`src/rtl/vram_block_dma.sv`:
```
module vram_block_dma #(
  parameter int BLK_BYTES = 16
) (
  input  logic        clk,
  input  logic        rst_n,
  input  logic        cfg_wr,
  input  logic [2:0]  cfg_sel,
  input  logic [7:0]  cfg_wdata,
  output logic [7:0]  cfg_rdata,
  input  logic [1:0]  vid_mode,
  output logic [15:0] bus_addr,
  output logic        bus_rd,
  output logic        bus_wr,
  output logic [7:0]  bus_wdata,
  input  logic [7:0]  bus_rdata,
  output logic        cpu_stall
);
  localparam int SH = $clog2(BLK_BYTES);
  localparam int CW = 8 + SH;
  localparam logic [15:0] ALIGN = 16'(BLK_BYTES - 1);

  logic [7:0]  src_hi, src_lo, dst_hi, dst_lo, ctl, lat;
  logic [15:0] src, dst;
  logic [CW-1:0] left;
  logic        busy, phase, hb;
  logic [1:0]  mode_q;

  wire [15:0] src_cap  = {src_hi, src_lo} & ~ALIGN;
  wire        src_bad  = src_cap[15:13] == 3'b100;
  wire [15:0] dst_cap  = ({dst_hi, dst_lo} & (16'h1FFF & ~ALIGN)) | 16'h8000;
  wire        ctl_wr   = cfg_wr && !busy && cfg_sel == 3'd4;
  wire        go_now   = (!hb && !cfg_wdata[7]) || vid_mode == 2'd0;
  wire        hb_entry = hb && !busy && vid_mode == 2'd0 && mode_q != 2'd0;
  wire [7:0]  blocks   = {1'b0, cfg_wdata[6:0]} + 8'd1;
  wire [15:0] src_n    = src + 16'd1;
  wire [15:0] dst_n    = dst + 16'd1;
  wire [7:0]  ctl_dec  = ctl - 8'd1;

  assign bus_rd    = busy && !phase;
  assign bus_wr    = busy && phase;
  assign bus_addr  = phase ? dst : src;
  assign bus_wdata = lat;
  assign cpu_stall = busy;

  always_comb begin
    case (cfg_sel)
      3'd0:    cfg_rdata = src_hi;
      3'd1:    cfg_rdata = src_lo;
      3'd2:    cfg_rdata = dst_hi;
      3'd3:    cfg_rdata = dst_lo;
      3'd4:    cfg_rdata = ctl;
      default: cfg_rdata = 8'hFF;
    endcase
  end

  always_ff @(posedge clk) begin
    if (!rst_n) begin
      src_hi <= '0; src_lo <= '0; dst_hi <= '0; dst_lo <= '0; ctl <= '0;
      src <= '0; dst <= '0; left <= '0; lat <= '0;
      busy <= 1'b0; phase <= 1'b0; hb <= 1'b0; mode_q <= '0;
    end else begin
      mode_q <= vid_mode;
      if (cfg_wr && !busy) begin
        case (cfg_sel)
          3'd0: src_hi <= cfg_wdata;
          3'd1: src_lo <= cfg_wdata;
          3'd2: dst_hi <= cfg_wdata;
          3'd3: dst_lo <= cfg_wdata;
          default: ;
        endcase
      end
      if (ctl_wr) begin
        if (!src_bad) begin
          src <= src_cap;
          dst <= dst_cap;
          hb  <= cfg_wdata[7];
          ctl <= {1'b0, cfg_wdata[6:0]};
          if (go_now) begin
            busy  <= 1'b1;
            phase <= 1'b0;
            left  <= cfg_wdata[7] ? CW'(BLK_BYTES) : (CW'(blocks) << SH);
          end
        end
      end else if (hb_entry) begin
        busy  <= 1'b1;
        phase <= 1'b0;
        left  <= CW'(BLK_BYTES);
      end else if (busy) begin
        if (!phase) begin
          lat   <= bus_rdata;
          phase <= 1'b1;
        end else begin
          phase <= 1'b0;
          src   <= src_n;
          dst   <= dst_n;
          left  <= left - CW'(1);
          if (left == CW'(1)) begin
            busy   <= 1'b0;
            src_hi <= src_n[15:8];
            src_lo <= src_n[7:0];
            dst_hi <= dst_n[15:8];
            dst_lo <= dst_n[7:0];
            if (hb) begin
              ctl <= ctl_dec;
              if (ctl_dec == 8'hFF) hb <= 1'b0;
            end else begin
              ctl <= 8'hFF;
            end
          end
        end
      end
    end
  end

  p_src_aligned_r1: assert property (@(posedge clk) disable iff (!rst_n)
    $rose(cpu_stall) |-> (bus_rd && (bus_addr & ALIGN) == 16'd0));

  p_reject_r2: assert property (@(posedge clk) disable iff (!rst_n)
    (ctl_wr && src_bad) |=> !cpu_stall);

  p_dst_vram_r3: assert property (@(posedge clk) disable iff (!rst_n)
    $rose(cpu_stall) |=> (bus_wr && bus_addr[15:13] == 3'b100 && (bus_addr & ALIGN) == 16'd0));

  p_copy_r5: assert property (@(posedge clk) disable iff (!rst_n)
    bus_rd |=> (bus_wr && bus_wdata == $past(bus_rdata)));

  p_release_r7: assert property (@(posedge clk) disable iff (!rst_n)
    $fell(cpu_stall) |-> $past(bus_wr));
endmodule

```
`config.mk`:
```
export PLATFORM = sky130hd
export DESIGN_NAME = vram_block_dma
export DESIGN_NICKNAME = d
export VERILOG_FILES = /design/src/rtl/vram_block_dma.sv
export SDC_FILE = /design/constraint.sdc
export NUM_CORES = 1
export LEC_CHECK = 0
export BUFFER_PORTS_ARGS = -buffer_cell sky130_fd_sc_hd__buf_2
export CORE_UTILIZATION = 51
export CTS_BUF_LIST = sky130_fd_sc_hd__clkbuf_16
export DETAILED_ROUTE_END_ITERATION = 10
export PLACE_DENSITY = 0.7
export RECOVER_POWER = 25
export REMOVE_ABC_BUFFERS = 1
export SKIP_LAST_GASP = 1
export SYNTH_ARGS = -nofsm -noshare
export SYNTH_HDL_FRONTEND = slang
export SYNTH_SLANG_ARGS = --single-unit
```
`constraint.sdc`:
```
create_clock -name clk -period 2.7 [get_ports clk]
set_input_delay 0.54 -clock clk [delete_from_list [all_inputs] [get_ports clk]]
set_output_delay 0.54 -clock clk [all_outputs]
set_load 0.005 [all_outputs]
```
==> metrics.md, run 1 <==
| Metric | Value |
|---|---|
| Outcome | finished, violations left |
| Failing checks | capacitance limit, slew limit |
| Largest family of logic cells by synthesized area | compound AO/OA/AOI/OAI gates |
| Reg2reg start | cpu_stall$_SDFFE_PN0P_ |
| CTS Buffer Depth | 2 |
| Ant. Diodes | 0 |
| Hold Crit Start | bus_rdata[2] |
| Gpl congestion | 0.921 |
| Max frequency | 393 MHz |
| Post-synthesis mux area share | ~8.6% |
| Worst Path Arrival | 2.00 ns |
| Crit-path max FO | 8 |
| Setup Crit Path Kind | reg2out |
| Period utilization | 94.1% |
| Io pins | 59 |
| Fillers | 1045 |
| Most Frequent Cell on Critical Path | clkbuf_1 |
| Mapped cell area | 5940 um^2 |
| CTS Buf Count | 9 |
| Syn_area_per_cell | between 7 and 8 um^2 |
| Total power | 3.28 mW |
| Synth area leaders | dfxtp_1 33%, nand2_1 5.7%, a21oi_1 5.6% |
| I/O Buffers | 58 |
| Grt ovf | 0 |
| Compound-Gate Fraction of Synth Area | 25.0% |
| DIE WIDTH | 110 um |
| Antenna Violating Nets Remaining | 0 |
| Wirelength, routed | 18900 um |
| Setup violations, final | 0 |
| Number of DRC markers in iteration 0 | ~750 |
| Site Rows | 39 |
| Int Pwr | 2.42 mW |
| P_sw | 0.864 mW |
| WHS | between 0.4 and 0.5 ns |
| CTS tree | built |
| VDD IR max | 292 uV |
| Synth cell types | 75 |
| Dpl cell area | 6410 um^2 |
| Total GRT Usage | between 30 and 40% |
| Switch share | 26.3% |
| Worst-Skew Late Latency | 0.36 ns |
| Comb power frac | 11.5% |
| CTS resizes | 0 |
| Setup TNS | 0 ns |
| Post-synth EDFFs | 0 |
| Clock network fraction of design power | 43.1% |
| Worst Max-Slew Pin Slew | 1.65 ns |
| Worst Hold Class | in2reg |
| Vias in the first global route | 5325 |
| Finished Cell Area | approximately 6700 um^2 |
| Slowest CP cell | dfxtp_1 |
| Post-synth ARST share | 0% |
| Global-route wire length before repair | between 20000 and 30000 um |
| Clock root cell | clkbuf_16 |
| Initial core utilization | 52.2% |
| Core Box Area | roughly 11000 um^2 |
| Launch point of the worst path | cpu_stall$_SDFFE_PN0P_ |
| Initial antenna violation count | 1 |
| Share of layout cells above drive strength 1 | 17.2% |
| Die area | 12100 um^2 |
| Worst setup margin | 0.158 ns |
| CTS clk-pin slew, worst paths | 0.07 ns |
| Crit path launch type | flip-flop |
| Die Y | 110 um |
| Unrepaired setup endpoints after global routing | no |
| H-tree levels | 3 |
| Cts hold-fix bufs | 0 |
| Minimum clock period | 2.54 ns |
| Pwr per Cell Area | 489 nW/um^2 |
| Setup Skew | between 0.004 and 0.005 ns |
| Via count | 6028 |
| Final HPWL DP | 13200 um |
| Seq/Total Area, Yosys | between 30% and 40% |
| CP Capture Type | primary output |
| Final core occ | 59.0% |
| Top cell type by total area after synthesis | dfxtp_1 |
| Largest net degree at the start of global routing | 47 |
| Drc violations | 0 |
| Nets@finish | 826 |
| Placed insts | between 900 and 1000 |
| Flop pwr share | 45.5% |
| Leakage | 2.60 nW |
| YS warnings | 0 |
| CP Cell Sequence | clkbuf_1, nand2_1, inv_1, clkbuf_1, buf_2 |
| Post-route insts no fill | 944 |
| Post-Syn Instances | about 750 |
| Drt wl/cell | 20.0 um |
| Dpl ws | 0.250 ns |
| Final slew viol count | 34 |
| Final hold violation count | 0 |
| Area growth syn-to-layout | 13.0% |
| Sink Count | 97 |
| Worst reg-to-reg setup slack | 0.25 ns |
| DR vias/cell | 6.39 |
| CP peak stage delay | 0.48 ns |
| Slew HR | -9.68% |
| #FFs+latches synth | 97 |
| Post-Synth XOR/XNOR Area | under 10% |
| Drt pass-1 iters | 5 |
| Synth top area share | 32.7% |
| Max_cap viols | 1 |
| Synth Area in Simple Gates | between 20% and 30% |
| Req. time, crit path | 2.16 ns |
| Post-CTS setup repair buffer count | 0 |
| Ys flop type | dfxtp_1 |
| Adder-Cell Fraction of Synth Area | 1.26% |
| Biggest regs | dst x16, src x16, left x12 |
[per-layer routing]
layer  GRT usage (%)  vias up  wire (um)
met4            12.6        2        433
met2            49.8      269       8600
met5               0        -          8
met3            4.45       38       1580
li1                -     2835          -
met1            45.0     2884       8300
[final cells by class]
type                    count  area (um^2)  share of cell area [%]
clock buffers               9          225                    3.36
clock inverters             7         93.8                    1.40
inverters                  16         60.1                   0.895
multi-input cells         580         3670                    54.8
flip-flops and latches     97         1940                    28.9
well taps                 143          179                    2.67
repair buffers             92          533                    7.95
[critical path, delay by kind of cell (launching register included)]
| family | cells | cell delay (ns) |
|---|---|---|
| and+or+nand+nor | 1 | 0.12 |
| DFF | 1 | 0.48 |
| buffers and inverters | 4 | 1.04 |
[final timing paths]
path / end / cells after the start
worst max-delay path: bus_wr / 5
worst min-delay path: bus_wdata[2]$_SDFFE_PN0P_ / 3
worst max register to register: src[13]$_SDFFE_PN0P_ / 8
worst min register to register: bus_wdata[7]$_SDFFE_PN0P_ / 2
[cell usage after synthesis, types with 13 or more instances]
cell type  instances
dfxtp_1           97
nand2_1           90
a21oi_1           67
nor2_1            67
o21ai_0           42
nand3_1           34
clkbuf_1          30
mux2i_1           25
buf_2             23
mux2_2            23
xor2_1            19
xnor2_1           17
nor3_1            15
a211oi_1          13
inv_1             13
[power groups by stage]
stage | registers [mW] | clock network, mW | logic, mW
finish | 1.49 | 1.41 | 0.376
global route | 1.49 | 1.47 | 0.408
CTS | 1.49 | 1.42 | 0.372
detailed placement | 1.52 | 0 | 0.369
global placement | 1.52 | 0 | 0.362
floorplan | 1.51 | 0 | 0.206
[logic make-up after synthesis]
group / Yosys count
AOI/OAI and AO/OA: 222
xor gates and xnor gates: 36
adders and majority gates: 6
buffers and inverters: 77
DFF: 97
muxes: 48
and+or+nand+nor: 268
[cells in the final DEF, fill, tap and decap left out, drive strengths merged, types with 5 or more instances in the layout]
cell,instances
a211oi,13
a21boi,5
a21oi,67
a22oi,8
a311oi,11
a31oi,9
and3,8
buf,79
clkbuf,22
dfxtp,97
ha,6
inv,16
mux2,23
mux2i,25
nand2,91
nand3,34
nand4,6
nor2,68
nor2b,5
nor3,16
nor3b,6
nor4,9
o211ai,8
o21a,7
o21ai,43
o22ai,10
or3,5
xnor2,17
xor2,19
Note: power is estimated with default switching activity, not from simulation.
==> run 2: changes to the inputs <==
--- a/config.mk
+++ b/config.mk
@@ -6,8 +6,10 @@
 export NUM_CORES = 1
 export LEC_CHECK = 0
 export BUFFER_PORTS_ARGS = -buffer_cell sky130_fd_sc_hd__buf_2
+export CORE_MARGIN = 2
 export CORE_UTILIZATION = 51
 export CTS_BUF_LIST = sky130_fd_sc_hd__clkbuf_16
+export CTS_CLUSTER_DIAMETER = 80
 export DETAILED_ROUTE_END_ITERATION = 10
 export PLACE_DENSITY = 0.7
 export RECOVER_POWER = 25
==> run 2 against run 1 <==
Against the previous run:
- the run now ends clean
- via count decreased by 1.2%
- core utilization decreased by 0.48 points
- final cell count unchanged
- sequential power about the same
- clock power decreased by 18%
- first-iteration DRC count decreased by 20%
- clock skew increased by 0.0028 ns
- die area increased by 3.7%
- hold slack about the same
- fmax increased by 0.16%
- routed wire length decreased by 2.0%
- critical path type unchanged
- largest cell class unchanged
- largest power group unchanged
==> metrics.md, run 2 (synthesized netlist as in run 1, its figures left out) <==
| Metric | Value |
|---|---|
| Hold Path Sink | bus_wdata[1]$_SDFFE_PN0P_ |
| Vias in the first global route | between 5000 and 6000 |
| Req. time, crit path | 2.16 ns |
| Drc violations | 0 |
| Max_cap viols | 0 |
| Most common cell after layout, fill and taps aside | dfxtp_1 |
| Area used by multi-input combinational logic | 3670 um^2 |
| CTS resizes | 0 |
| CTS tree | built |
| Worst-Skew Late Latency | 0.35 ns |
| Area growth syn-to-layout | 12.1% |
| Gpl congestion | 0.942 |
| Io pins | 59 |
| Max frequency | a little under 400 MHz |
| Sink Count | 97 |
| Global-route wire length before repair | ~30000 um |
| Nets@finish | 827 |
| Worst Path Arrival | 2.00 ns |
| Total GRT Usage | ~30% |
| Site Rows | 39 |
| Crit-path max FO | 11 |
| Period utilization | 94.0% |
| Final core occ | 58.5% |
| Post-CTS setup repair buffer count | 0 |
| Minimum clock period | approximately 2.5 ns |
| Finished Cell Area | between 6000 and 7000 um^2 |
| Crit path launch type | flip-flop |
| I/O Buffers | between 50 and 60 |
| Share of layout cells above drive strength 1 | 17.2% |
| Ant. Diodes | 0 |
| Initial core utilization | 52.2% |
| Outcome | completed |
| Worst-case reg-to-reg path depth | 7 |
| Die Y | 112 um |
| Register area | between 1500 and 2000 um^2 |
| Core Box Area | 11400 um^2 |
| Wirelength, routed | 18600 um |
| Final hold violation count | 0 |
| Unrepaired setup endpoints after global routing | no |
| Grt ovf | 0 |
| Die area | ~13000 um^2 |
| CP Capture Type | primary output |
| Largest net degree at the start of global routing | 48 |
| Worst Hold Class | in2reg |
| Commonest non-fill, non-tap cells in the layout | 97 x dfxtp_1, 90 x nand2_1, 67 x a21oi_1, 67 x nor2_1, 51 x buf_2 |
| Final HPWL DP | around 13000 um |
| Reg2reg start | cpu_stall$_SDFFE_PN0P_ |
| Biggest regs | dst x16, src x16, left x12 |
| Hold Crit Start | bus_rdata[1] |
| Initial antenna violation count | 1 |
| Antenna Violating Nets Remaining | 0 |
| Via count | 5954 |
| Clock root cell | clkbuf_16 |
| CTS Buffer Depth | 2 |
| Worst hold stages | 3 |
| Worst Max-Slew Pin Slew | 0.768 ns |
| Setup Skew | 0.00762 ns |
| Pwr per Cell Area | between 400 and 500 nW/um^2 |
| Setup TNS | 0 ns |
| Drt pass-1 iters | 5 |
| CTS Buf Count | 9 |
| Number of DRC markers in iteration 0 | 599 |
| Drt wl/cell | 19.7 um |
| Worst reg-to-reg setup slack | 0.17 ns |
| H-tree levels | 3 |
| Setup Crit Path Kind | reg2out |
| Cts hold-fix bufs | 0 |
| Leakage | 2.58 nW |
| Dpl cell area | 6420 um^2 |
| CTS clk-pin slew, worst paths | 0.07 ns |
| Slew HR | ~48% |
| Final slew viol count | 0 |
| DIE WIDTH | ~110 um |
| Fillers | 1089 |
| VDD IR max | approximately 400 uV |
| Critical R2R Capture | phase$_SDFFE_PN0P_ |
| DR vias/cell | 6.31 |
| Setup violations, final | 0 |
run 2: cell count changes in the layout (fill, tap and decap cells not counted), sizes merged:
cell	before	now
buf	79	82
bufinv	2	0
clkbuf	22	20
clkinv	4	6
inv	16	15
run 2: per-stage QoR:
stage               power (mW)  cells  hold slack [ns]  setup WS, ns
detailed placement        1.89    929            0.453         0.243
finish                    3.03    944            0.420         0.162
floorplan                 1.72    693            0.453        0.0223
global placement          1.89    929            0.440         0.290
global route              3.12    944            0.433       0.00772
CTS                       3.03    944            0.418         0.263
run 2: how the worst max path moves through the flow:
stage | startpoint | to | slack, ns | depth (start not counted)
global route | left[0]$_SDFFE_PN0P_ | dst_hi[5]$_SDFF_PN0_ | 0.008 | 6
finish | cpu_stall$_SDFFE_PN0P_ | bus_wr | 0.16 | 5
CTS | cfg_sel[1] | cfg_rdata[6] | 0.26 | 7
global placement | cfg_sel[1] | cfg_rdata[6] | 0.29 | 7
floorplan | phase$_SDFFE_PN0P_ | src[2]$_SDFFE_PN0P_ | 0.02 | 5
detailed placement | cfg_sel[0] | left[4]$_SDFFE_PN0P_ | 0.24 | 6
run 2: critical path: stages (launching register included):
cell      delay [ns]
dfxtp_1         0.38
clkbuf_1        0.44
nand2_1         0.14
inv_1           0.11
clkbuf_1        0.37
buf_2           0.20
run 2: area by class of cell:
class,count,area share [%]
multi-input cells,580,55.2
clock inverters,6,0.414
repair buffers,93,8.18
well taps,143,2.69
flip-flops and latches,97,29.2
inverters,16,0.903
clock buffers,9,3.39
run 2: metal layers:
metal  global-route usage (%)  wire (um)  vias to the layer above
li1                         -          -                     2839
met1                     40.9       8290                     2816
met2                     44.6       8290                      247
met3                     5.50       1410                       50
met4                     12.9        554                        2
met5                        0         11                        -
run 2: power breakdown:
part / internal, mW / total [mW] / switching (mW) / leakage, nW
Clock: 0.605 / 1.16 / 0.554 / 0.125
Sequential: 1.46 / 1.49 / 0.0300 / 0.784
Combinational: 0.149 / 0.380 / 0.231 / 1.67
